### src/rtl/idma_pkg.sv
package idma_pkg;

    typedef enum logic [1:0] {
        ST_IDLE,
        ST_WAIT1,
        ST_WAIT2,
        ST_ACK
    } idma_state_e;

    typedef enum logic [2:0] {
        K_NONE,
        K_PTR,
        K_PROG,
        K_DATA,
        K_FSTAT,
        K_FADDR
    } idma_kind_e;

endpackage

### src/rtl/idma_decode.sv
module idma_decode
    import idma_pkg::*;
#(
    parameter int NPORT       = 2,
    parameter int BAW         = 6,
    parameter int PORT_STRIDE = 16,
    parameter int FLT_BASE    = 32,
    parameter int FLT_STRIDE  = 8,
    localparam int PSW        = (NPORT > 1) ? $clog2(NPORT) : 1
) (
    input  logic [BAW-1:0] off,
    output idma_kind_e     kind,
    output logic [PSW-1:0] port
);

    always_comb begin
        kind = K_NONE;
        port = '0;
        for (int p = 0; p < NPORT; p++) begin
            if (off == BAW'(p * PORT_STRIDE)) begin
                kind = K_PTR;   port = PSW'(p);
            end else if (off == BAW'(p * PORT_STRIDE + 4)) begin
                kind = K_PROG;  port = PSW'(p);
            end else if (off == BAW'(p * PORT_STRIDE + 8)) begin
                kind = K_DATA;  port = PSW'(p);
            end else if (off == BAW'(FLT_BASE + p * FLT_STRIDE)) begin
                kind = K_FSTAT; port = PSW'(p);
            end else if (off == BAW'(FLT_BASE + p * FLT_STRIDE + 4)) begin
                kind = K_FADDR; port = PSW'(p);
            end
        end
    end

endmodule

### src/rtl/idma_port_ctx.sv
module idma_port_ctx #(
    parameter int AW = 16
) (
    input  logic          clk,
    input  logic          rst_n,
    input  logic          ptr_wr,
    input  logic [AW-1:0] ptr_wdata,
    input  logic          advance,
    input  logic          fault,
    input  logic [1:0]    fault_bits,
    input  logic [1:0]    clr_bits,
    output logic [AW-1:0] ptr_q,
    output logic [1:0]    flt_stat,
    output logic [AW-1:0] flt_addr
);

    always_ff @(posedge clk or negedge rst_n) begin
        if (!rst_n) begin
            ptr_q    <= '0;
            flt_stat <= '0;
            flt_addr <= '0;
        end else begin
            if (ptr_wr)
                ptr_q <= ptr_wdata;
            else if (advance)
                ptr_q <= ptr_q + 1'b1;
            flt_stat <= (flt_stat & ~clr_bits) | (fault ? fault_bits : 2'b00);
            if (fault)
                flt_addr <= ptr_q;
        end
    end

    // a faulting access never also advances the pointer
    a_r8_fault_no_step: assert property (@(posedge clk) disable iff (!rst_n)
        fault |-> !advance);

    // a status bit only falls when software clears it
    a_r9_sticky0: assert property (@(posedge clk) disable iff (!rst_n)
        $fell(flt_stat[0]) |-> $past(clr_bits[0]));
    a_r9_sticky1: assert property (@(posedge clk) disable iff (!rst_n)
        $fell(flt_stat[1]) |-> $past(clr_bits[1]));

endmodule

### src/rtl/idma_bridge.sv
module idma_bridge
    import idma_pkg::*;
#(
    parameter int NPORT       = 2,
    parameter int AW          = 16,
    parameter int PW          = 32,
    parameter int DW          = 16,
    parameter int BAW         = 6,
    parameter int DATA_BASE   = 'h4000,
    parameter int PORT_STRIDE = 16,
    parameter int FLT_BASE    = 32,
    parameter int FLT_STRIDE  = 8,
    localparam int PSW        = (NPORT > 1) ? $clog2(NPORT) : 1
) (
    input  logic                clk,
    input  logic                rst_n,
    input  logic                bus_req,
    input  logic                bus_we,
    input  logic [BAW-1:0]      bus_addr,
    input  logic [31:0]         bus_wdata,
    output logic                bus_ready,
    output logic [31:0]         bus_rdata,
    output logic [NPORT-1:0]    mem_req,
    output logic                mem_we,
    output logic [AW-1:0]       mem_addr,
    output logic [PW-1:0]       mem_wdata,
    input  logic [NPORT*PW-1:0] mem_rdata
);

    idma_state_e    state, nxt;
    idma_kind_e     dec_kind;
    logic [PSW-1:0] dec_port, sel_q;
    logic           sel_data_q, sel_data_n;
    logic [31:0]    rdata_q, rd_next;
    logic           load_rd;
    logic           in_data;

    logic [AW-1:0]    ptr_a   [NPORT];
    logic [1:0]       fstat_a [NPORT];
    logic [AW-1:0]    faddr_a [NPORT];
    logic [NPORT-1:0] ptr_wr_v, adv_v, fault_v;
    logic [1:0]       fault_bits;
    logic [1:0]       clr_v   [NPORT];

    idma_decode #(
        .NPORT(NPORT), .BAW(BAW), .PORT_STRIDE(PORT_STRIDE),
        .FLT_BASE(FLT_BASE), .FLT_STRIDE(FLT_STRIDE)
    ) u_dec (
        .off(bus_addr), .kind(dec_kind), .port(dec_port)
    );

    for (genvar g = 0; g < NPORT; g++) begin : g_port
        idma_port_ctx #(.AW(AW)) u_ctx (
            .clk(clk), .rst_n(rst_n),
            .ptr_wr(ptr_wr_v[g]), .ptr_wdata(bus_wdata[AW-1:0]),
            .advance(adv_v[g]), .fault(fault_v[g]), .fault_bits(fault_bits),
            .clr_bits(clr_v[g]),
            .ptr_q(ptr_a[g]), .flt_stat(fstat_a[g]), .flt_addr(faddr_a[g])
        );
    end

    assign in_data = (ptr_a[dec_port] >= AW'(DATA_BASE));

    // state register and captured request context
    always_ff @(posedge clk or negedge rst_n) begin
        if (!rst_n) begin
            state      <= ST_IDLE;
            sel_q      <= '0;
            sel_data_q <= 1'b0;
            rdata_q    <= '0;
        end else begin
            state <= nxt;
            if (state == ST_IDLE) begin
                sel_q      <= dec_port;
                sel_data_q <= sel_data_n;
            end
            if (load_rd)
                rdata_q <= rd_next;
        end
    end

    // next state and all control outputs
    always_comb begin
        nxt        = state;
        bus_ready  = 1'b0;
        mem_req    = '0;
        mem_we     = 1'b0;
        mem_addr   = ptr_a[dec_port];
        mem_wdata  = bus_wdata[PW-1:0];
        ptr_wr_v   = '0;
        adv_v      = '0;
        fault_v    = '0;
        fault_bits = 2'b00;
        for (int p = 0; p < NPORT; p++) clr_v[p] = 2'b00;
        load_rd    = 1'b0;
        rd_next    = '0;
        sel_data_n = 1'b0;
        unique case (state)
            ST_IDLE: if (bus_req) begin
                nxt     = ST_ACK;
                load_rd = !bus_we;
                unique case (dec_kind)
                    K_PTR: begin
                        if (bus_we) ptr_wr_v[dec_port] = 1'b1;
                        rd_next = 32'(ptr_a[dec_port]);
                    end
                    K_PROG, K_DATA: begin
                        sel_data_n = (dec_kind == K_DATA);
                        if (in_data != sel_data_n) begin
                            fault_v[dec_port] = 1'b1;
                            fault_bits        = sel_data_n ? 2'b10 : 2'b01;
                        end else begin
                            mem_req[dec_port] = 1'b1;
                            mem_we            = bus_we;
                            if (sel_data_n)
                                mem_wdata = PW'(bus_wdata[DW-1:0]);
                            if (bus_we) begin
                                adv_v[dec_port] = 1'b1;
                            end else begin
                                nxt     = ST_WAIT1;
                                load_rd = 1'b0;
                            end
                        end
                    end
                    K_FSTAT: begin
                        if (bus_we) clr_v[dec_port] = bus_wdata[1:0];
                        rd_next = 32'(fstat_a[dec_port]);
                    end
                    K_FADDR: rd_next = 32'(faddr_a[dec_port]);
                    default: rd_next = '0;
                endcase
            end
            ST_WAIT1: nxt = ST_WAIT2;
            ST_WAIT2: begin
                nxt          = ST_ACK;
                adv_v[sel_q] = 1'b1;
                load_rd      = 1'b1;
                rd_next      = sel_data_q ? 32'(mem_rdata[sel_q*PW +: DW])
                                          : 32'(mem_rdata[sel_q*PW +: PW]);
            end
            ST_ACK: begin
                bus_ready = 1'b1;
                nxt       = ST_IDLE;
            end
            default: nxt = ST_IDLE;
        endcase
    end

    assign bus_rdata = rdata_q;

    // one memory strobe at most
    a_r10_one_strobe: assert property (@(posedge clk) disable iff (!rst_n)
        $onehot0(mem_req));
    // completion is a single-cycle pulse
    a_r5_ready_pulse: assert property (@(posedge clk) disable iff (!rst_n)
        bus_ready |=> !bus_ready);
    // a memory read completes exactly three cycles after its strobe
    a_r5_read_three: assert property (@(posedge clk) disable iff (!rst_n)
        ((|mem_req) && !mem_we) |-> ##3 bus_ready);
    // a faulting access never reaches memory
    a_r8_no_strobe: assert property (@(posedge clk) disable iff (!rst_n)
        (|fault_v) |-> !(|mem_req));
    // memory is never strobed while the bus completes
    a_r1_quiet_ack: assert property (@(posedge clk) disable iff (!rst_n)
        bus_ready |-> !(|mem_req));

endmodule

### config.mk
export PLATFORM = sky130hd
export DESIGN_NAME = idma_bridge
export DESIGN_NICKNAME = d
export VERILOG_FILES = /design/src/rtl/idma_pkg.sv /design/src/rtl/idma_decode.sv /design/src/rtl/idma_port_ctx.sv /design/src/rtl/idma_bridge.sv
export SDC_FILE = /design/constraint.sdc
export NUM_CORES = 1
export LEC_CHECK = 0
export BUFFER_PORTS_ARGS = -buffer_cell sky130_fd_sc_hd__buf_2
export CAP_MARGIN = 0
export CORE_MARGIN = 2
export CORE_UTILIZATION = 50
export CTS_CLUSTER_SIZE = 20
export DETAILED_ROUTE_END_ITERATION = 16
export PLACE_DENSITY_LB_ADDON = 0.3
export SYNTH_ARGS = -nofsm -noshare
export SYNTH_HDL_FRONTEND = slang
export SYNTH_HIERARCHICAL = 1
export SYNTH_SLANG_ARGS = --single-unit
### constraint.sdc
create_clock -name clk -period 6.8 [get_ports clk]
set_clock_uncertainty 0.1 [all_clocks]
set_input_delay 1.7 -clock clk [delete_from_list [all_inputs] [get_ports clk]]
set_output_delay 1.7 -clock clk [all_outputs]
set_load 0.005 [all_outputs]
==> impl_metrics.env, run 1 <==
export IMPL_p_sw_share_pct=36.1
export IMPL_cts_repair_resized=0
export IMPL_grt_most_used_layer="met2"
export IMPL_gp_congestion=0.850
export IMPL_total_routing_usage_gr_pct=24.3
export IMPL_io_pins=190
export IMPL_port_buffers=189
export IMPL_dp_final_hpwl_mm=11.9
export IMPL_detailroute_via_count=5053
export IMPL_ys_async_sr_fraction_pct=100
export IMPL_setup_worst_path_start="bus_addr[4]"
export IMPL_worst_ir_drop_vdd_uv=122
export IMPL_number_of_nets_with_antenna_violations_after_routing=0
export IMPL_grt_met2_usage_pct=40.9
export IMPL_dpl_instance_area_mm2=0.00708
export IMPL_final_setup_viol_count=0
export IMPL_run_status="finished, final reports clean"
export IMPL_postCtsSetupRepairBufs=0
export IMPL_drt_first_iter_violations=372
export IMPL_insertedDiodeCount=0
export IMPL_synth_nets=719
export IMPL_crit_path_kind="input pin to output pin"
export IMPL_internal_power_mw=1.48
export IMPL_yosysMostFrequentCell="sky130_fd_sc_hd__dfrtp_1"
export IMPL_max_freq_mhz=164
export IMPL_detail_route_drc_violations=0
export IMPL_timing_slew_headroom_pct=22.5
export IMPL_cts_root_buffer="sky130_fd_sc_hd__clkbuf_16"
export IMPL_avgViaCountPerCell=5.49
export IMPL_rsz0062_at_grt="no"
export IMPL_leakagePower_nw=3.43
export IMPL_yosysTopAreaCellShare_pct=42.4
export IMPL_post_synth_main_area_contributors="sky130_fd_sc_hd__dfrtp_1, sky130_fd_sc_hd__mux2_2, sky130_fd_sc_hd__mux2i_1"
export IMPL_totalNegativeSetupSlack_ns=0
export IMPL_avgRoutedWirePerCell_um=17.1
export IMPL_slew_viol_final=0
export IMPL_synth_cell_types=50
export IMPL_synth_edf_count=0
export IMPL_synth_sequential_area_ratio_pct=42.4
export IMPL_yosys_area_top_type="sky130_fd_sc_hd__dfrtp_1"
export IMPL_tritoncts="yes"
export IMPL_maxCapViolCount=0
export IMPL_gr_total_overflow=0
export IMPL_std_cell_rows=40
export IMPL_r2r_start="g_port[1].u_ctx/ptr_q[14]$_DFFE_PN0P_"
export IMPL_ys_flop_type="sky130_fd_sc_hd__dfrtp_1"
export IMPL_chipWidth_um=115
export IMPL_worstPathRequired_ns=5.00
export IMPL_critPathArrivalTime_ns=4.31
export IMPL_min_cycle_time_layout_ns=6.11
export IMPL_timing_critical_path_from_type="input pin"
export IMPL_numCtsBuffers=9
export IMPL_post_route_cells_drive_above_1_share_pct=39.1
export IMPL_groute_layer_met1_usage_pct=32.3
export IMPL_fin_crit_sh_pct=89.9
export IMPL_timing_worst_slew_pin_value_ns=1.16
export IMPL_largest_net_degree_at_the_start_of_global_routing=73
export IMPL_antenna_found_initial=0
export IMPL_detailedRoute_firstPassIterationCount=4
export IMPL_floorplan_core_area_mm2=0.0120
export IMPL_grt_pass1_vias=5120
export IMPL_pwr_density_cell_mw_per_mm2=312
export IMPL_cts_max_path_buffers=2
export IMPL_layout_nets=881
export IMPL_route_final_wire_length_mm=15.8
export IMPL_critical_path_endpoint_type="output pin"
export IMPL_die_height_um=115
export IMPL_synthesis_yosys_warnings=6
export IMPL_timing_critical_path_fanout_max=16
export IMPL_power_share_combinational_pct=34.9
export IMPL_clock_latency_ns=0.34
export IMPL_synth_top_cells_by_count="sky130_fd_sc_hd__dfrtp_1, sky130_fd_sc_hd__nand2_1, sky130_fd_sc_hd__mux2_2, sky130_fd_sc_hd__mux2i_1, sky130_fd_sc_hd__o21ai_0"
export IMPL_finish_instance_area_mm2=0.00738
export IMPL_grt_first_pass_wirelength_mm=25.2
export IMPL_clock_sinks=104
export IMPL_pwr_share_clk_pct=22.6
export IMPL_hold_path_class="flop to flop"
export IMPL_syn_mean_instance_area_um2=10.1
export IMPL_area_growth_synth_to_final_pct=20.3
export IMPL_synth_cells=606
export IMPL_floorplan_die_area_mm2=0.0132
export IMPL_netlist_area_mm2=0.00614
export IMPL_grt_met3_usage_pct=5.06
export IMPL_ctsHoldBuffers=0
export IMPL_initial_utilization_pct=51.1
export IMPL_synth_seq_cells=104
export IMPL_ctsHtreeMaxLevel=3
export IMPL_p_switching_mw=0.832
export IMPL_worstHoldStart="bus_rdata[16]$_DFFE_PN0P_"
export IMPL_finalHoldViolCount=0
export IMPL_seq_pwr_share_pct=42.6
export IMPL_path_clk_slew_ns=0.07
==> worst max-delay path, stage by stage <==
cell,delay (ns)
sky130_fd_sc_hd__buf_2,0.11
sky130_fd_sc_hd__and2b_1,0.22
sky130_fd_sc_hd__a22oi_1,0.10
sky130_fd_sc_hd__nor3_2,0.39
sky130_fd_sc_hd__buf_4,0.24
sky130_fd_sc_hd__mux2i_1,0.27
sky130_fd_sc_hd__nand2_1,0.12
sky130_fd_sc_hd__ha_1,0.38
sky130_fd_sc_hd__and3_1,0.51
sky130_fd_sc_hd__nor2b_1,0.12
sky130_fd_sc_hd__buf_2,0.16
==> path summary, 6_finish.rpt <==
| path | end | cells after the start | slack (ns) |
|---|---|---|---|
| min in group asynchronous | bus_rdata[5]$_DFFE_PN0P_ | 1 | 1.18 |
| worst max register to register | g_port[0].u_ctx/ptr_q[15]$_DFFE_PN0P_ | 9 | 3.23 |
| max in group asynchronous | g_port[1].u_ctx/flt_addr[0]$_DFFE_PN0P_ | 2 | 4.14 |
| worst min-delay path | bus_rdata[16]$_DFFE_PN0P_ | 2 | 0.38 |
| worst max-delay path | mem_wdata[18] | 11 | 0.69 |
| worst min register to register | bus_rdata[16]$_DFFE_PN0P_ | 2 | 0.38 |
==> per-layer routing <==
layer	part of all wire [%]	vias to the layer above
met5	0	-
met4	1.2	0
met3	6.6	15
met2	48	178
met1	45	2425
li1	-	2435
==> area by class of cell <==
class | count | area [um^2]
fillers | 1011 | 4630
multi-input cells | 407 | 3090
flip-flops and latches | 104 | 2600
repair buffers | 201 | 1040
clock buffers | 12 | 246
well taps | 147 | 184
inverters | 45 | 169
clock inverters | 4 | 53.8
==> cells in the final DEF, fill, tap and decap left out, types with 3 or more instances in the layout <==
cell type and n:
sky130_fd_sc_hd__a21oi_1 12, sky130_fd_sc_hd__a21oi_2 5, sky130_fd_sc_hd__a221oi_1 16, sky130_fd_sc_hd__and3_1 3, sky130_fd_sc_hd__buf_2 188, sky130_fd_sc_hd__buf_4 13, sky130_fd_sc_hd__clkbuf_16 9, sky130_fd_sc_hd__dfrtp_1 103
sky130_fd_sc_hd__ha_1 7, sky130_fd_sc_hd__inv_1 44, sky130_fd_sc_hd__mux2_2 52, sky130_fd_sc_hd__mux2i_1 47, sky130_fd_sc_hd__nand2_1 64, sky130_fd_sc_hd__nand3_1 9, sky130_fd_sc_hd__nand4_1 6, sky130_fd_sc_hd__nor2_1 13
sky130_fd_sc_hd__nor2b_1 21, sky130_fd_sc_hd__nor3_1 11, sky130_fd_sc_hd__nor3_2 3, sky130_fd_sc_hd__nor3b_1 3, sky130_fd_sc_hd__nor4_1 7, sky130_fd_sc_hd__nor4_2 6, sky130_fd_sc_hd__o21ai_0 45, sky130_fd_sc_hd__o21ai_1 4
sky130_fd_sc_hd__o22ai_1 12, sky130_fd_sc_hd__o22ai_2 4, sky130_fd_sc_hd__xnor2_1 18, sky130_fd_sc_hd__xor2_1 9
==> stage by stage <==
| step | util [%] | hold slack [ns] | cells | total power, mW | setup WS, ns |
|---|---|---|---|---|---|
| after floorplan | - | 0.373 | 606 | 1.49 | 1.41 |
| after global placement | 59.0 | 0.358 | 904 | 1.76 | 0.863 |
| after detailed placement | 59.0 | 0.367 | 904 | 1.80 | 0.682 |
| after CTS | 61.5 | 0.382 | 920 | 2.33 | 0.674 |
| after global routing | 61.5 | 0.411 | 920 | 2.48 | 0.473 |
| final | 61.5 | 0.379 | 920 | 2.31 | 0.689 |
==> sequential cells by signal (all words and copies together), names as in the netlist <==
register               cells
g_port.u_ctx/ptr_q        32
sel_q                      1
bus_rdata                 32
sel_data_q                 1
state                      2
g_port.u_ctx/flt_stat      4
g_port.u_ctx/flt_addr     32
==> kinds of logic (layout without fill, tap and decap cells) <==
family | count (synthesis) | after routing | synth area share [%]
flops | 104 | 104 | 42.4
fa+ha+maj | 7 | 7 | 1.43
mux | 101 | 101 | 17.9
compound gates | 110 | 110 | 12.1
simple gates | 162 | 162 | 14.7
xor+xnor | 27 | 27 | 3.85
buf+inv | 95 | 262 | 7.56
==> power groups by stage <==
| stage | combinational, mW | sequential (mW) | clock (mW) |
|---|---|---|---|
| after floorplan | 0.550 | 0.938 | 0 |
| after global placement | 0.783 | 0.977 | 0 |
| after detailed placement | 0.807 | 0.993 | 0 |
| after CTS | 0.814 | 0.982 | 0.533 |
| after global routing | 0.914 | 1.01 | 0.561 |
| final | 0.805 | 0.982 | 0.521 |
No activity file was read; power rests on OpenSTA's default activity.
==> inputs of run 2 (changes only) <==
- CORE_UTILIZATION: 50 -> 47
- CTS_CLUSTER_DIAMETER: unset -> 150
- PLACE_DENSITY: unset -> 0.82
- PLACE_DENSITY_LB_ADDON: 0.3 -> unset
- clock period: 6.8 -> 5.2 ns (I/O delays scaled with it)
==> impl_metrics.env, run 2 (synthesis results as in run 1) <==
export IMPL_run_status="finished, final reports clean"
export IMPL_gr_total_overflow=0
export IMPL_detail_route_drc_violations=0
export IMPL_floorplan_die_area_mm2=0.0140
export IMPL_ctsHtreeMaxLevel=3
export IMPL_initial_utilization_pct=48.4
export IMPL_path_clk_slew_ns=0.07
export IMPL_maxCapViolCount=0
export IMPL_cts_root_buffer="sky130_fd_sc_hd__clkbuf_16"
export IMPL_finalHoldViolCount=0
export IMPL_timing_critical_path_fanout_max=16
export IMPL_rsz0062_at_grt="no"
export IMPL_final_common_cell="sky130_fd_sc_hd__buf_2"
export IMPL_number_of_nets_with_antenna_violations_after_routing=0
export IMPL_cts_max_path_buffers=2
export IMPL_antenna_found_initial=0
export IMPL_avgViaCountPerCell=5.32
export IMPL_grt_first_pass_wirelength_mm=25.1
export IMPL_leakagePower_nw=3.45
export IMPL_largest_net_degree_at_the_start_of_global_routing=81
export IMPL_insertedDiodeCount=0
export IMPL_numCtsBuffers=9
export IMPL_ctsHoldBuffers=0
export IMPL_final_setup_viol_count=0
export IMPL_fin_crit_sh_pct=95.4
export IMPL_clock_latency_ns=0.34
export IMPL_totalNegativeSetupSlack_ns=0
export IMPL_max_freq_mhz=202
export IMPL_io_pins=190
export IMPL_postCtsSetupRepairBufs=0
export IMPL_clock_sinks=104
export IMPL_detailedRoute_firstPassIterationCount=4
export IMPL_total_routing_usage_gr_pct=22.1
export IMPL_std_cell_rows=41
export IMPL_min_cycle_time_layout_ns=4.96
export IMPL_power_total_mw=3.03
export IMPL_drt_first_iter_violations=423
export IMPL_port_buffers=189
export IMPL_cts_repair_resized=0
export IMPL_layout_nets=885
export IMPL_critical_path_endpoint_type="output pin"
export IMPL_pwr_density_cell_mw_per_mm2=407
export IMPL_gp_congestion=0.888
export IMPL_tritoncts="yes"
export IMPL_detailroute_via_count=5044
export IMPL_chipWidth_um=118
export IMPL_timing_slew_headroom_pct=32.8
export IMPL_avgRoutedWirePerCell_um=16.1
export IMPL_worstPathRequired_ns=3.80
export IMPL_mostFrequentLayoutCells="sky130_fd_sc_hd__buf_2, sky130_fd_sc_hd__dfrtp_1, sky130_fd_sc_hd__nand2_1"
export IMPL_area_growth_synth_to_final_pct=21.3
export IMPL_critPathArrivalTime_ns=3.56
export IMPL_dp_final_hpwl_mm=11.4
export IMPL_die_height_um=118
export IMPL_crit_path_kind="input pin to output pin"
export IMPL_floorplan_core_area_mm2=0.0127
export IMPL_slew_viol_final=0
export IMPL_post_route_cells_drive_above_1_share_pct=39.3
export IMPL_grt_pass1_vias=4978
export IMPL_hold_path_class="flop to flop"
export IMPL_route_final_wire_length_mm=15.3
export IMPL_worst_ir_drop_vdd_uv=237
export IMPL_timing_critical_path_from_type="input pin"
export IMPL_timing_worst_slew_pin_value_ns=1.01
-- run 2: power breakdown --
part / total (mW) / switching [mW] / internal (mW)
Sequential: 1.28 / 0.232 / 1.04
Clock: 0.689 / 0.288 / 0.401
Combinational: 1.07 / 0.558 / 0.510
-- run 2: final cells by class --
| cell class | instances | area [um^2] |
|---|---|---|
| Multi-Input combinational cell | 407 | 3090 |
| Timing Repair Buffer | 205 | 1070 |
| Clock buffer | 14 | 264 |
| Sequential cell | 104 | 2600 |
| Clock inverter | 2 | 37.5 |
| Fill cell | 1114 | 5220 |
| Inverter | 45 | 169 |
| Tap cell | 172 | 215 |
-- run 2: worst max-delay path, cell delays in order --
cell and delay [ns]:
sky130_fd_sc_hd__buf_2 0.10, sky130_fd_sc_hd__and2b_1 0.22, sky130_fd_sc_hd__a22oi_1 0.10, sky130_fd_sc_hd__nor3_2 0.31, sky130_fd_sc_hd__mux2i_1 0.32, sky130_fd_sc_hd__nand2_1 0.11, sky130_fd_sc_hd__ha_1 0.36, sky130_fd_sc_hd__and3_1 0.50
sky130_fd_sc_hd__nor2b_1 0.10, sky130_fd_sc_hd__buf_2 0.14
-- run 2: metal layers --
| layer | up-vias | share of wire (%) | routed length, um | GRT usage [%] |
|---|---|---|---|---|
| met2 | 156 | 47 | 7130 | 35.2 |
| met4 | 0 | 1.3 | 200 | 5.80 |
| met5 | - | 0 | 0 | 0 |
| met3 | 17 | 5.5 | 838 | 3.96 |
| met1 | 2417 | 47 | 7120 | 31.1 |
| li1 | 2454 | - | - | - |
-- run 2: through the flow --
step	hold WS [ns]	instances	util, %	instance area, um^2	setup WS [ns]
after floorplan	0.373	606	-	6140	0.612
after global placement	0.360	933	56.4	7150	0.400
after detailed placement	0.365	933	56.4	7150	0.250
after CTS	0.381	949	58.8	7450	0.243
after global routing	0.407	949	58.8	7450	0.0982
final	0.378	949	58.8	7450	0.239
-- run 2: path summary, 6_finish.rpt --
| check | depth (start not counted) | slack, ns | endpoint | from |
|---|---|---|---|---|
| max | 10 | 0.24 | mem_wdata[21] | bus_addr[4] |
| min reg2reg | 2 | 0.38 | bus_rdata[19]$_DFFE_PN0P_ | bus_rdata[19]$_DFFE_PN0P_ |
| max in group asynchronous | 2 | 3.04 | sel_q$_DFFE_PN0P_ | rst_n |
| min | 2 | 0.38 | bus_rdata[19]$_DFFE_PN0P_ | bus_rdata[19]$_DFFE_PN0P_ |
| min in group asynchronous | 1 | 1.03 | g_port[1].u_ctx/flt_stat[1]$_DFF_PN0_ | rst_n |
| max reg2reg | 9 | 1.93 | g_port[0].u_ctx/ptr_q[15]$_DFFE_PN0P_ | g_port[1].u_ctx/ptr_q[15]$_DFFE_PN0P_ |
==> inputs of run 3 (changes only) <==
- ABC_AREA: unset -> 1
- BUFFER_PORTS_ARGS: -buffer_cell sky130_fd_sc_hd__buf_2 -> -buffer_cell sky130_fd_sc_hd__buf_4
- CORE_UTILIZATION: 47 -> 48
- PLACE_DENSITY: 0.82 -> 0.83
==> impl_metrics.env, run 3 <==
export IMPL_std_cell_rows=42
export IMPL_io_pins=190
export IMPL_critical_path_cell_count=14
export IMPL_synth_nets=1051
export IMPL_clock_latency_ns=0.35
export IMPL_regArea_mm2=0.00260
export IMPL_synth_seq_cells=104
export IMPL_max_freq_mhz=202
export IMPL_grt_first_pass_wirelength_mm=32.7
export IMPL_area_growth_synth_to_final_pct=26.2
export IMPL_area_used_by_multi_input_combinational_logic_mm2=0.00322
export IMPL_power_share_combinational_pct=40.8
export IMPL_synth_compound_area_share_pct=11.9
export IMPL_avgViaCountPerCell=5.28
export IMPL_total_routing_usage_gr_pct=29.2
export IMPL_chipWidth_um=120
export IMPL_yosysTopAreaCellShare_pct=40.1
export IMPL_dp_final_hpwl_mm=16.0
export IMPL_cts_max_path_buffers=2
export IMPL_ctsHoldBuffers=0
export IMPL_synthesis_yosys_warnings=6
export IMPL_worst_ir_drop_vdd_uv=166
export IMPL_floorplan_die_area_mm2=0.0145
export IMPL_synth_top_cells_by_count="sky130_fd_sc_hd__nand2_1, sky130_fd_sc_hd__dfrtp_1, sky130_fd_sc_hd__nor2_1, sky130_fd_sc_hd__inv_1, sky130_fd_sc_hd__nand3_1"
export IMPL_syn_mean_instance_area_um2=6.92
export IMPL_pwr_share_clk_pct=20.3
export IMPL_final_setup_viol_count=0
export IMPL_path_buf_inv=5
export IMPL_worstPathRequired_ns=3.80
export IMPL_detail_route_drc_violations=0
export IMPL_initial_utilization_pct=49.0
export IMPL_synth_cell_types=33
export IMPL_die_height_um=120
export IMPL_synth_adder_area_share_pct=1.35
export IMPL_timing_critical_path_fanout_max=16
export IMPL_postCtsSetupRepairBufs=0
export IMPL_ff2ff_setup_slack_ns=2.22
export IMPL_dpl_worst_slack_ns=0.278
export IMPL_insertedDiodeCount=0
export IMPL_cts_repair_resized=0
export IMPL_post_route_cells_drive_above_1_share_pct=23.8
export IMPL_avgRoutedWirePerCell_um=16.5
export IMPL_critical_path_cell_chain="buf_4 > nor2_4 > nand3_1 > nand4_1 > nand2_1 > o21ai_0 > inv_1 > nor2_1 > inv_1 > ha_1 > nand3_2 > nand2_1 > inv_1 > buf_4"
export IMPL_p_sw_share_pct=39.9
export IMPL_crit_top_cell="sky130_fd_sc_hd__inv_1"
export IMPL_synthSimpleGateAreaFrac_pct=34.2
export IMPL_critical_path_endpoint_type="output pin"
export IMPL_port_buffers=189
export IMPL_synth_edf_count=0
export IMPL_yosysMostFrequentCell="sky130_fd_sc_hd__nand2_1"
export IMPL_final_common_cell="sky130_fd_sc_hd__nand2_1"
export IMPL_rsz0062_at_grt="no"
export IMPL_detailroute_via_count=6761
export IMPL_critical_path_top_delay_family="simple AND/OR/NAND/NOR gates"
export IMPL_route_final_wire_length_mm=21.1
export IMPL_nFillCells=1234
export IMPL_yosys_area_top_type="sky130_fd_sc_hd__dfrtp_1"
export IMPL_gr_total_overflow=0
export IMPL_cts_root_buffer="sky130_fd_sc_hd__clkbuf_16"
export IMPL_fin_crit_sh_pct=95.3
export IMPL_number_of_nets_with_antenna_violations_after_routing=0
export IMPL_timing_slew_headroom_pct=30.9
export IMPL_slew_viol_final=0
export IMPL_totalNegativeSetupSlack_ns=0
export IMPL_p_switching_mw=1.29
export IMPL_critPathArrivalTime_ns=3.56
export IMPL_numCtsBuffers=9
export IMPL_setup_worst_path_start="bus_addr[1]"
export IMPL_timing_final_ws_setup_ns=0.243
export IMPL_path_clk_slew_ns=0.07
export IMPL_hold_path_class="flop to flop"
export IMPL_antenna_found_initial=0
export IMPL_run_status="finished, final reports clean"
export IMPL_crit_path_kind="input pin to output pin"
export IMPL_mostFrequentLayoutCells="sky130_fd_sc_hd__nand2_1, sky130_fd_sc_hd__buf_4, sky130_fd_sc_hd__dfrtp_1"
export IMPL_gp_congestion=0.925
export IMPL_layout_nets=1213
export IMPL_largest_family_of_logic_cells_by_synthesized_area="simple AND/OR/NAND/NOR gates"
export IMPL_synth_sequential_area_ratio_pct=40.1
export IMPL_internal_power_mw=1.94
export IMPL_finalHoldViolCount=0
export IMPL_clock_sinks=104
export IMPL_largest_net_degree_at_the_start_of_global_routing=40
export IMPL_floorplan_core_area_mm2=0.0132
export IMPL_timing_critical_path_from_type="input pin"
export IMPL_critical_path_max_stage_delay_ns=0.37
export IMPL_maxCapViolCount=0
export IMPL_netlist_area_mm2=0.00649
export IMPL_pwr_density_cell_mw_per_mm2=395
export IMPL_detailedRoute_firstPassIterationCount=6
export IMPL_crit_end="mem_wdata[18]"
export IMPL_ctsHtreeMaxLevel=3
export IMPL_ys_flop_type="sky130_fd_sc_hd__dfrtp_1"
export IMPL_worstReg2RegEnd="g_port[1].u_ctx/ptr_q[6]$_DFFE_PN0P_"
export IMPL_leakagePower_nw=4.44
export IMPL_mux_share_of_post_synthesis_cell_area_pct=1.04
export IMPL_cpMaxStageDelayCell="sky130_fd_sc_hd__ha_1"
export IMPL_synth_xor_area_share_pct=0.810
export IMPL_worstRegToRegCells=15
export IMPL_r2r_start="g_port[1].u_ctx/ptr_q[14]$_DFFE_PN0P_"
export IMPL_drt_first_iter_violations=631
export IMPL_timing_worst_slew_pin_value_ns=1.03
export IMPL_tritoncts="yes"
export IMPL_min_cycle_time_layout_ns=4.96
export IMPL_post_synth_main_area_contributors="sky130_fd_sc_hd__dfrtp_1, sky130_fd_sc_hd__nand2_1, sky130_fd_sc_hd__nor2_1"
export IMPL_synth_cells=938
export IMPL_ys_async_sr_fraction_pct=100
export IMPL_seq_pwr_share_pct=38.9
export IMPL_grt_pass1_vias=6338
-- run 3: kinds of logic after synthesis --
| family | after synthesis |
|---|---|
| AND/OR/NAND/NOR | 538 |
| multiplexers | 6 |
| flip-flops | 104 |
| XOR/XNOR | 6 |
| buffers and inverters | 145 |
| AO/OA/AOI/OAI | 132 |
| adder cells (fa/ha/maj) | 7 |
-- run 3: worst min path at each step --
| stage | to | startpoint | slack [ns] | depth (start not counted) |
|---|---|---|---|---|
| floorplan | sel_data_q$_DFFE_PN0P_ | sel_data_q$_DFFE_PN0P_ | 0.35 | 2 |
| global placement | bus_rdata[1]$_DFFE_PN0P_ | bus_rdata[1]$_DFFE_PN0P_ | 0.36 | 2 |
| detailed placement | bus_rdata[12]$_DFFE_PN0P_ | bus_rdata[12]$_DFFE_PN0P_ | 0.37 | 2 |
| CTS | bus_rdata[12]$_DFFE_PN0P_ | bus_rdata[12]$_DFFE_PN0P_ | 0.38 | 2 |
| global route | bus_rdata[4]$_DFFE_PN0P_ | bus_rdata[4]$_DFFE_PN0P_ | 0.40 | 2 |
| finish | bus_rdata[8]$_DFFE_PN0P_ | bus_rdata[8]$_DFFE_PN0P_ | 0.38 | 2 |
-- run 3: per-stage QoR --
stage	instance area (um^2)	instances	power (mW)	hold WS, ns	util [%]
CTS	8190	1281	3.23	0.384	61.9
finish	8190	1281	3.23	0.384	61.9
global placement	7910	1265	2.53	0.364	59.7
detailed placement	7910	1265	2.57	0.366	59.7
floorplan	6490	938	2.02	0.354	-
global route	8190	1281	3.46	0.402	61.9
-- run 3: per-layer routing --
layer	track usage [%]	vias up	part of all wire (%)
met5	0	-	0
met4	13.9	0	3.6
met3	5.52	41	9.1
met2	48.4	354	48
met1	37.0	3076	39
li1	-	3290	-
-- run 3: power groups by stage --
stage	logic, mW	registers, mW	clock network (mW)
floorplan	0.803	1.21	0
global placement	1.28	1.25	0
detailed placement	1.31	1.26	0
CTS	1.31	1.25	0.669
global route	1.47	1.29	0.701
finish	1.32	1.26	0.656
-- run 3: layout make-up --
cell class	count	share of cell area [%]
Multi-Input combinational cell	689	39.2
Clock buffer	13	3.30
Clock inverter	3	0.183
Inverter	95	4.41
Timing Repair Buffer	201	18.4
Tap cell	176	2.69
Sequential cell	104	31.8
-- run 3: tightest hold or removal path, stage by stage, from the launching register on --
cell                      delay (ns)
sky130_fd_sc_hd__dfrtp_1        0.34
sky130_fd_sc_hd__nand2_1        0.06
sky130_fd_sc_hd__nand2_1        0.05
